==> src/rtl/cia_pkg.sv <==
package cia_pkg;
  localparam int LINES    = 8;
  localparam int IDXW     = $clog2(LINES);
  localparam int VECW     = 8;
  localparam int REQW     = 5;
  localparam int CNTW     = 4;
  localparam int CASC_LINE = 2;

  typedef logic [LINES-1:0] lineVecT;

  typedef struct packed {
    lineVecT           priSet;
    lineVecT           secSet;
    lineVecT           priClr;
    lineVecT           secClr;
    logic              vecLoad;
    logic [VECW-1:0]   vecValue;
    lineVecT           priIsrPulse;
    lineVecT           secIsrPulse;
  } ctlStrobesT;

  function automatic logic [IDXW-1:0] lowestIdx(input lineVecT v);
    logic [IDXW-1:0] idx;
    idx = '0;
    for (int i = LINES - 1; i >= 0; i--) begin
      if (v[i]) idx = IDXW'(i);
    end
    return idx;
  endfunction
endpackage

==> src/rtl/cia_control.sv <==
module cia_control
  import cia_pkg::*;
(
  input  logic              clk,
  input  logic              rstN,
  input  logic              reqValid,
  input  logic [REQW-1:0]   reqNum,
  input  logic [CNTW-1:0]   reqCount,
  input  logic              ackStrobe,
  input  lineVecT           priMask,
  input  lineVecT           secMask,
  input  lineVecT           priInService,
  input  lineVecT           secInService,
  input  logic [VECW-1:0]   priBase,
  input  logic [VECW-1:0]   secBase,
  input  logic [VECW-1:0]   priCascade,
  input  logic [VECW-1:0]   secCascade,
  input  logic              secCascadeSet,
  input  logic              priAutoEoi,
  input  logic              secAutoEoi,
  input  lineVecT           priPending,
  input  lineVecT           secPending,
  output ctlStrobesT        ctl
);
  localparam logic [REQW-1:0] SEC_LO = REQW'(LINES);
  localparam logic [REQW-1:0] SEC_HI = REQW'(2 * LINES);

  logic            reqLive, toPri, toSec, cascadeOk, priAccept, secAccept;
  logic [IDXW-1:0] reqIdx, priIdx, secIdx;
  logic            priAny, secAny;

  always_comb begin
    reqLive   = reqValid && ($signed(reqCount) > 0);
    reqIdx    = reqNum[IDXW-1:0];
    toPri     = reqNum < SEC_LO;
    toSec     = (reqNum >= SEC_LO) && (reqNum < SEC_HI);
    cascadeOk = priCascade[CASC_LINE] && (secCascade == VECW'(CASC_LINE));
    priAccept = reqLive && toPri && !priInService[reqIdx] && !priMask[reqIdx];
    secAccept = reqLive && toSec && cascadeOk && (priInService == '0)
                && !secInService[reqIdx] && !secMask[reqIdx];

    priAny = |priPending;
    secAny = |secPending;
    priIdx = lowestIdx(priPending);
    secIdx = lowestIdx(secPending);

    ctl = '0;
    if (priAccept) ctl.priSet[reqIdx] = 1'b1;
    if (secAccept) begin
      ctl.secSet[reqIdx] = 1'b1;
      if (!priAutoEoi) ctl.priIsrPulse[CASC_LINE] = 1'b1;
    end

    if (ackStrobe) begin
      ctl.vecLoad = 1'b1;
      if (priAny) begin
        ctl.priClr[priIdx] = 1'b1;
        if (!priAutoEoi) ctl.priIsrPulse[priIdx] = 1'b1;
        ctl.vecValue = priBase + VECW'(priIdx);
      end else if (secAny) begin
        ctl.secClr[secIdx] = 1'b1;
        if ((secIdx == IDXW'(1)) && secCascadeSet) begin
          ctl.vecValue = priBase + secCascade;
        end else begin
          if (!secAutoEoi) ctl.secIsrPulse[secIdx] = 1'b1;
          ctl.vecValue = secBase + VECW'(secIdx);
        end
      end else if (priInService[CASC_LINE]) begin
        ctl.vecValue = secBase + VECW'(LINES - 1);
      end else begin
        ctl.vecValue = priBase + VECW'(LINES - 1);
      end
    end
  end

  // secondary acceptance never happens with the primary busy
  a_r5_sec_blocked_by_pri: assert property (@(posedge clk) disable iff (!rstN)
    (ctl.secSet != '0) |-> (priInService == '0));

  // secondary acceptance requires a sane cascade configuration
  a_r4_cascade_gate: assert property (@(posedge clk) disable iff (!rstN)
    (ctl.secSet != '0) |-> (priCascade[CASC_LINE] && secCascade == VECW'(CASC_LINE)));

  // non-positive counts produce no pending update
  a_r11_count_gate: assert property (@(posedge clk) disable iff (!rstN)
    ($signed(reqCount) <= 0) |-> (ctl.priSet == '0 && ctl.secSet == '0));
endmodule

==> src/rtl/cia_datapath.sv <==
module cia_datapath
  import cia_pkg::*;
(
  input  logic            clk,
  input  logic            rstN,
  input  ctlStrobesT      ctl,
  input  logic            reqValid,
  input  logic            ackStrobe,
  output lineVecT         priPending,
  output lineVecT         secPending,
  output logic            vecValid,
  output logic [VECW-1:0] vecNum,
  output lineVecT         priIsrSet,
  output lineVecT         secIsrSet
);
  always_ff @(posedge clk) begin
    if (!rstN) begin
      priPending <= '0;
      secPending <= '0;
      vecValid   <= 1'b0;
      vecNum     <= '0;
      priIsrSet  <= '0;
      secIsrSet  <= '0;
    end else begin
      priPending <= (priPending & ~ctl.priClr) | ctl.priSet;
      secPending <= (secPending & ~ctl.secClr) | ctl.secSet;
      vecValid   <= ctl.vecLoad;
      if (ctl.vecLoad) vecNum <= ctl.vecValue;
      priIsrSet  <= ctl.priIsrPulse;
      secIsrSet  <= ctl.secIsrPulse;
    end
  end

  // a new pending bit only appears after a request command
  a_r2_pending_needs_req: assert property (@(posedge clk) disable iff (!rstN)
    (((priPending & ~$past(priPending)) | (secPending & ~$past(secPending))) != '0)
      |-> $past(reqValid));

  // the vector is valid exactly one cycle after acknowledge
  a_r7_vec_after_ack: assert property (@(posedge clk) disable iff (!rstN)
    ackStrobe |=> vecValid);

  // pending bits only drain through an acknowledge
  a_r12_drain_by_ack: assert property (@(posedge clk) disable iff (!rstN)
    (($past(priPending) & ~priPending) != '0) |-> $past(ackStrobe));

  // at most one primary in-service pulse at a time
  a_r6_onehot_pulse: assert property (@(posedge clk) disable iff (!rstN)
    $onehot0(priIsrSet) && $onehot0(secIsrSet));
endmodule

==> src/rtl/cascade_irq_arbiter.sv <==
module cascade_irq_arbiter
  import cia_pkg::*;
(
  input  logic            clk,
  input  logic            rstN,
  input  logic            reqValid,
  input  logic [4:0]      reqNum,
  input  logic [3:0]      reqCount,
  input  logic            ackStrobe,
  input  logic [7:0]      priMask,
  input  logic [7:0]      secMask,
  input  logic [7:0]      priInService,
  input  logic [7:0]      secInService,
  input  logic [7:0]      priBase,
  input  logic [7:0]      secBase,
  input  logic [7:0]      priCascade,
  input  logic [7:0]      secCascade,
  input  logic            secCascadeSet,
  input  logic            priAutoEoi,
  input  logic            secAutoEoi,
  output logic            irqOut,
  output logic            vecValid,
  output logic [7:0]      vecNum,
  output logic [7:0]      priIsrSet,
  output logic [7:0]      secIsrSet
);
  ctlStrobesT ctl;
  lineVecT    priPending, secPending;

  cia_control u_control (
    .clk(clk), .rstN(rstN), .reqValid(reqValid), .reqNum(reqNum),
    .reqCount(reqCount), .ackStrobe(ackStrobe), .priMask(priMask),
    .secMask(secMask), .priInService(priInService), .secInService(secInService),
    .priBase(priBase), .secBase(secBase), .priCascade(priCascade),
    .secCascade(secCascade), .secCascadeSet(secCascadeSet),
    .priAutoEoi(priAutoEoi), .secAutoEoi(secAutoEoi),
    .priPending(priPending), .secPending(secPending), .ctl(ctl)
  );

  cia_datapath u_datapath (
    .clk(clk), .rstN(rstN), .ctl(ctl), .reqValid(reqValid),
    .ackStrobe(ackStrobe), .priPending(priPending), .secPending(secPending),
    .vecValid(vecValid), .vecNum(vecNum), .priIsrSet(priIsrSet),
    .secIsrSet(secIsrSet)
  );

  assign irqOut = (priPending != '0) || (secPending != '0);
endmodule

==> config.mk <==
export PLATFORM = sky130hd
export DESIGN_NAME = cascade_irq_arbiter
export DESIGN_NICKNAME = d
export VERILOG_FILES = /design/src/rtl/cia_pkg.sv /design/src/rtl/cia_control.sv /design/src/rtl/cia_datapath.sv /design/src/rtl/cascade_irq_arbiter.sv
export SDC_FILE = /design/constraint.sdc
export NUM_CORES = 1
export LEC_CHECK = 0
export ABC_AREA = 1
export BUFFER_PORTS_ARGS = -buffer_cell sky130_fd_sc_hd__buf_2
export CELL_PAD_IN_SITES_DETAIL_PLACEMENT = 2
export CELL_PAD_IN_SITES_GLOBAL_PLACEMENT = 2
export CORE_MARGIN = 2
export CORE_UTILIZATION = 24
export DETAILED_ROUTE_END_ITERATION = 10
export PLACE_DENSITY_LB_ADDON = 0.1
export SYNTH_ARGS = -nofsm -noshare
export SYNTH_HDL_FRONTEND = slang
export SYNTH_SLANG_ARGS = --single-unit
==> constraint.sdc <==
create_clock -name clk -period 2.18 [get_ports clk]
set_input_delay 0.109 -clock clk [delete_from_list [all_inputs] [get_ports clk]]
set_output_delay 0.109 -clock clk [all_outputs]
set_load 0.02 [all_outputs]
==> flow_metrics.env, run 1 <==
export IMPL_area_growth_synth_to_final_pct=36.1
export IMPL_clkSinkCount=41
export IMPL_slew_violations=0
export IMPL_fin_skew_ns=0.00746
export IMPL_power_leakage_nw=2.08
export IMPL_cts_root_buffer="clkbuf_16"
export IMPL_detail_route_vias_per_cell=4.76
export IMPL_tightest_slew_ns=0.483
export IMPL_firstDrtPassIters=4
export IMPL_cts_buffers=5
export IMPL_worstHoldPathType="in2reg"
export IMPL_status="finished clean"
export IMPL_end_kind="flip-flop"
export IMPL_dp_cells=782
export IMPL_clockBufferDepth=2
export IMPL_finalCritPeriodShare=0.996
export IMPL_overflow=0
export IMPL_cts_htree_levels=2
export IMPL_drt_wl_total_um=13900
export IMPL_start_kind="flip-flop"
export IMPL_rows=42
export IMPL_die_w_um=119
export IMPL_seq_area_um2=827
export IMPL_drcViolationCount=0
export IMPL_synth_nets=592
export IMPL_async_flop_share=0
export IMPL_grt_start_max_net_pins=18
export IMPL_maxCapViolCount=0
export IMPL_maxSlewHeadroom=0.676
export IMPL_synth_cell_area_um2=3190
export IMPL_hold_viol=0
export IMPL_fmax_mhz=460
export IMPL_clk_latency_ns=0.29
export IMPL_r2r_end="u_datapath.vecNum[6]"
export IMPL_seq_power_share=0.360
export IMPL_worstReg2RegStart="u_datapath.priPending[6]"
export IMPL_clk_pin_slew_worst_paths_ns=0.06
export IMPL_crit_fanout=2
export IMPL_io_pins=106
export IMPL_dieArea_um2=14200
export IMPL_dr_total_vias=3768
export IMPL_grt_pass1_vias=4107
export IMPL_syn_area_per_cell_um2=6.44
export IMPL_final_cells=792
export IMPL_arrival_ns=2.39
export IMPL_cts_tree="done"
export IMPL_setup_viol=0
export IMPL_p_int_mw=1.51
export IMPL_ir_drop_uv=252
export IMPL_drive_gt1_frac=0.317
export IMPL_synth_seq_area_share=0.257
export IMPL_min_to="u_datapath.secIsrSet[0]"
export IMPL_period_minus_slack_ns=2.17
export IMPL_multi_input_area_um2=2200
export IMPL_nFillCells=1587
export IMPL_ys_ff_latch=41
export IMPL_hp_start="secAutoEoi"
export IMPL_fin_hold_ws_ns=0.0253
export IMPL_synth_distinct_cells=49
export IMPL_num_antenna_cells=0
export IMPL_grt_pass1_wl_um=22100
export IMPL_postRouteAntennaNets=0
export IMPL_numPortBuffers=98
export IMPL_nNetsFinal=712
export IMPL_place_hpwl_um=11400
export IMPL_synth_cells=495
export IMPL_p_sw_frac=0.294
export IMPL_wl_per_cell_um=17.6
export IMPL_gp_congestion=0.782
export IMPL_p_comb_frac=0.225
export IMPL_hold_depth=2
export IMPL_synth_edf_count=0
export IMPL_reg2reg_slack_ns=0.008
export IMPL_grt_antenna_before_repair=0
export IMPL_pwr_density_cell_nw_per_um2=495
export IMPL_switchingPower_uw=632
export IMPL_yosysWarnings=0
export IMPL_required_ns=2.40
export IMPL_coreArea_um2=13100
export IMPL_start_util=0.244
export IMPL_fp_dieH_um=119
export IMPL_track_usage=0.199
export IMPL_holdBufCountCts=0
export IMPL_p_clk_frac=0.415
export IMPL_rr_worst_depth=18
export IMPL_ys_flop_type="dfxtp_1"
export IMPL_grt_setup_unrepaired="true"
export IMPL_drtIter0Drc=115
export IMPL_path_class="reg2reg"
layer usage:
| layer | share of wire | wire (um) | track usage |
|---|---|---|---|
| met5 | 0 | 0 | 0 |
| met4 | 0.0078 | 109 | 0.0275 |
| met3 | 0.037 | 520 | 0.0278 |
| met2 | 0.48 | 6660 | 0.331 |
| met1 | 0.48 | 6640 | 0.278 |
cells in the final DEF (no fill, tap or decap), types with 3 or more instances in the layout:
master and instances:
o21ai_0 19, nand2_1 120, clkbuf_16 5, nand4_1 14, dfxtp_1 38, nor2_1 46, xor2_1 5, nand2_2 7
nand3_2 7, nor3_1 4, xnor2_1 9, nor3_4 3, a21oi_2 8, nor2_4 3, nor2_2 5, a21oi_1 30
inv_2 16, inv_1 52, nor4_1 4, buf_4 22, buf_2 98, nand3_1 42, ha_1 11, o21ai_1 5
power groups by stage:
| stage | Combinational, mW | Sequential [mW] | Clock, mW |
|---|---|---|---|
| after CTS | 0.481 | 0.774 | 0.916 |
| after global routing | 0.539 | 0.774 | 0.958 |
| after detailed placement | 0.468 | 0.791 | 0 |
| after floorplan | 0.243 | 0.804 | 0 |
| final | 0.483 | 0.772 | 0.890 |
| after global placement | 0.455 | 0.791 | 0 |
critical path, stage by stage, from the launching register on:
cell and delay [ns]:
dfxtp_2 0.34, inv_2 0.04, a21oi_2 0.13, nor2_1 0.05, nor2_1 0.10, o21bai_1 0.07
nand2_1 0.10, inv_2 0.07, ha_4 0.16, fa_2 0.35, nand2_2 0.09, a21oi_2 0.07
nand2_2 0.09, inv_2 0.06, nand3_2 0.06, nand3_2 0.07, nand2_2 0.07, inv_2 0.06
a21oi_2 0.14
cells in the mapped netlist, drive strengths merged, types with 2 or more instances:
| library cell | n | area, um2 |
|---|---|---|
| nand3 | 49 | 250 |
| buf | 3 | 27.5 |
| nor3 | 8 | 67.6 |
| nor2 | 54 | 230 |
| o2111ai | 2 | 17.5 |
| ha | 14 | 175 |
| xor2 | 5 | 43.8 |
| or2 | 3 | 18.8 |
| a31oi | 2 | 12.5 |
| xnor2 | 9 | 78.8 |
| a21oi | 38 | 194 |
| nand4 | 16 | 121 |
| dfxtp | 41 | 821 |
| inv | 69 | 262 |
| nor4 | 5 | 46.3 |
| a221oi | 2 | 17.5 |
| nand3b | 2 | 15.0 |
| o31ai | 2 | 15.0 |
| fa | 3 | 60.1 |
| nand2 | 127 | 482 |
| clkbuf | 4 | 15.0 |
| o21ai | 26 | 134 |
flip-flops by register name, summed over array words and instances (netlist names):
name,flops
u_datapath.priIsrSet,8
u_datapath.vecValid,1
u_datapath.priPending,8
u_datapath.secIsrSet,8
u_datapath.secPending,8
u_datapath.vecNum,8
worst max-delay path by stage:
stage,start,end,slack [ns]
floorplan,u_datapath.priPending[6],u_datapath.vecNum[2],0.02
finish,u_datapath.priPending[6],u_datapath.vecNum[6],0.008
global placement,u_datapath.priPending[7],u_datapath.vecNum[4],-0.16
CTS,u_datapath.priPending[6],u_datapath.vecNum[4],-0.04
detailed placement,u_datapath.priPending[7],u_datapath.vecNum[4],-0.25
global route,u_datapath.priPending[6],u_datapath.vecNum[4],-0.14
logic make-up (layout without fill, tap and decap cells):
kind of cell | Yosys count | count (layout) | share of synthesized area
simple gates | 266 | 266 | 0.390
fa+ha+maj | 17 | 17 | 0.0738
xor+xnor | 14 | 14 | 0.0385
flops | 41 | 41 | 0.257
compound gates | 80 | 80 | 0.143
buf+inv | 77 | 198 | 0.0965
cell type report:
cell class	instances	share of cell area
Tap cell	176	0.0508
Sequential cell	41	0.191
Multi-Input combinational cell	377	0.506
Clock buffer	7	0.0329
Clock inverter	1	0.00692
Inverter	70	0.0611
Timing Repair Buffer	120	0.151
through the flow:
| stage | total power, mW | cell area, um2 | setup TNS [ns] | worst slack (ns) | utilization |
|---|---|---|---|---|---|
| after detailed placement | 1.26 | 4010 | -0.711 | -0.245 | 0.306 |
| final | 2.15 | 4340 | 0 | 0.00804 | 0.332 |
| after CTS | 2.17 | 4280 | -0.0350 | -0.0350 | 0.327 |
| after global routing | 2.27 | 4340 | -0.604 | -0.137 | 0.332 |
| after global placement | 1.25 | 4010 | -0.279 | -0.163 | 0.306 |
| after floorplan | 1.05 | 3190 | 0 | 0.0226 | - |
repair_timing:
item,CTS,global route
resized for setup,26,16
setup endpoints to repair,6,11
setup buffers,1,1
pin swaps,9,11
No activity file was read; power rests on OpenSTA's default activity.
==> run 2, diff against run 1 <==
--- a/config.mk
+++ b/config.mk
@@ -11,8 +11,10 @@
 export CELL_PAD_IN_SITES_GLOBAL_PLACEMENT = 2
 export CORE_MARGIN = 2
 export CORE_UTILIZATION = 24
+export CTS_CLUSTER_DIAMETER = 100
 export DETAILED_ROUTE_END_ITERATION = 10
 export PLACE_DENSITY_LB_ADDON = 0.1
+export SETUP_SLACK_MARGIN = 0.02
 export SYNTH_ARGS = -nofsm -noshare
 export SYNTH_HDL_FRONTEND = slang
 export SYNTH_SLANG_ARGS = --single-unit
==> run 2 against run 1 <==
Sequential share of layout area fell by 0.14 points. First-iteration DRC count is 0.87% higher. Largest cell class unchanged. Register-to-register slack is essentially flat. Hold slack better by 0.00076 ns. Clock skew grew 0.00061 ns.
==> flow_metrics.env, run 2 (synthesis results as in run 1) <==
export IMPL_status="finished clean"
export IMPL_post_route_util=0.334
export IMPL_required_ns=2.40
export IMPL_start_kind="flip-flop"
export IMPL_coreArea_um2=13100
export IMPL_num_antenna_cells=0
export IMPL_seq_power_share=0.360
export IMPL_firstDrtPassIters=4
export IMPL_power_leakage_nw=2.09
export IMPL_cts_htree_levels=2
export IMPL_dp_slack_ns=-0.245
export IMPL_slew_violations=0
export IMPL_die_w_um=119
export IMPL_grt_antenna_before_repair=0
export IMPL_tightest_slew_ns=0.480
export IMPL_clockBufferDepth=2
export IMPL_setup_tns_ns=0
export IMPL_numPortBuffers=98
export IMPL_clk_pin_slew_worst_paths_ns=0.06
export IMPL_grt_setup_unrepaired="true"
export IMPL_fmax_mhz=461
export IMPL_drive_gt1_frac=0.323
export IMPL_wl_per_cell_um=17.5
export IMPL_path_class="reg2reg"
export IMPL_cts_root_buffer="clkbuf_16"
export IMPL_grt_pass1_wl_um=22100
export IMPL_postPlaceCellArea_um2=4010
export IMPL_setup_ws_ns=0.0122
export IMPL_dr_total_vias=3776
export IMPL_dieArea_um2=14200
export IMPL_io_pins=106
export IMPL_fin_hold_ws_ns=0.0261
export IMPL_p_int_mw=1.52
export IMPL_postRouteAntennaNets=0
export IMPL_dp_cells=782
export IMPL_pwr_density_cell_nw_per_um2=491
export IMPL_p_comb_frac=0.225
export IMPL_crit_fanout=2
export IMPL_final_cell_mix="nand2_1 (118), buf_2 (98), inv_1 (51)"
export IMPL_period_minus_slack_ns=2.17
export IMPL_drt_wl_total_um=13900
export IMPL_stdcell_area_um2=4370
export IMPL_grt_pass1_vias=4105
export IMPL_clkSinkCount=41
export IMPL_arrival_ns=2.39
export IMPL_end_kind="flip-flop"
export IMPL_start_util=0.244
export IMPL_drtIter0Drc=116
export IMPL_overflow=0
export IMPL_maxCapViolCount=0
export IMPL_gp_congestion=0.782
export IMPL_p_sw_frac=0.294
export IMPL_fp_dieH_um=119
export IMPL_rows=42
export IMPL_holdBufCountCts=0
export IMPL_final_cells=795
export IMPL_clk_latency_ns=0.29
export IMPL_fin_skew_ns=0.00807
export IMPL_setup_viol=0
export IMPL_ir_drop_uv=254
export IMPL_p_clk_frac=0.415
export IMPL_area_growth_synth_to_final_pct=37.1
export IMPL_drcViolationCount=0
export IMPL_grt_start_max_net_pins=18
export IMPL_detail_route_vias_per_cell=4.75
export IMPL_worstHoldPathType="in2reg"
export IMPL_hold_viol=0
export IMPL_power_mw=2.15
export IMPL_place_hpwl_um=11400
export IMPL_cts_buffers=5
export IMPL_nNetsFinal=715
export IMPL_finalCritPeriodShare=0.994
export IMPL_final_common_cell="nand2_1"
export IMPL_maxSlewHeadroom=0.678
export IMPL_cts_tree="done"
export IMPL_track_usage=0.199
export IMPL_switchingPower_uw=631
## run 2: power by group through the flow
stage | Clock (mW) | Sequential [mW] | Combinational [mW]
3_5_place_dp | 0 | 0.791 | 0.468
6_report | 0.890 | 0.773 | 0.484
2_1_floorplan | 0 | 0.804 | 0.243
4_1_cts | 0.916 | 0.774 | 0.482
5_1_grt | 0.958 | 0.774 | 0.541
3_3_place_gp | 0 | 0.791 | 0.455
## run 2: layout make-up
class / count / area (um2)
fillers: 1584 / 8710
multi-input cells: 377 / 2210
flip-flops and latches: 41 / 827
repair buffers: 123 / 678
inverters: 70 / 265
well taps: 176 / 220
clock buffers: 7 / 143
clock inverters: 1 / 30.0
## run 2: routing by layer
layer	vias to the layer above	global-route usage	wire length, um
met4	0	0.0275	73
met3	6	0.0278	530
li1	1878	-	-
met1	1822	0.279	6620
met5	-	0	0
met2	70	0.331	6670
## run 2: path summary, 6_finish.rpt
kind	start	endpoint	slack [ns]	depth (start not counted)
min	rstN	u_datapath.vecValid	0.03	3
max	u_datapath.priPending[6]	u_datapath.vecNum[6]	0.01	18
max reg2reg	u_datapath.priPending[6]	u_datapath.vecNum[6]	0.01	18
min reg2reg	u_datapath.vecNum[0]	u_datapath.vecNum[0]	0.47	2
## run 2: worst max-delay path, cell delays in order (launching register included)
cell	delay, ns
dfxtp_2	0.34
inv_2	0.04
a21oi_2	0.13
nor2_1	0.05
nor2_1	0.10
o21bai_1	0.07
nand2_1	0.10
inv_2	0.07
ha_4	0.16
fa_2	0.35
nand2_2	0.08
a21oi_2	0.07
nand2_2	0.09
inv_2	0.06
nand3_2	0.06
nand3_2	0.07
nand2_2	0.07
inv_2	0.06
a21oi_2	0.14
## run 2: repair_timing
item	CTS	global route
pin swaps	9	21
endpoints found under the setup margin	6	15
buffers inserted	1	4
resized for setup	28	18
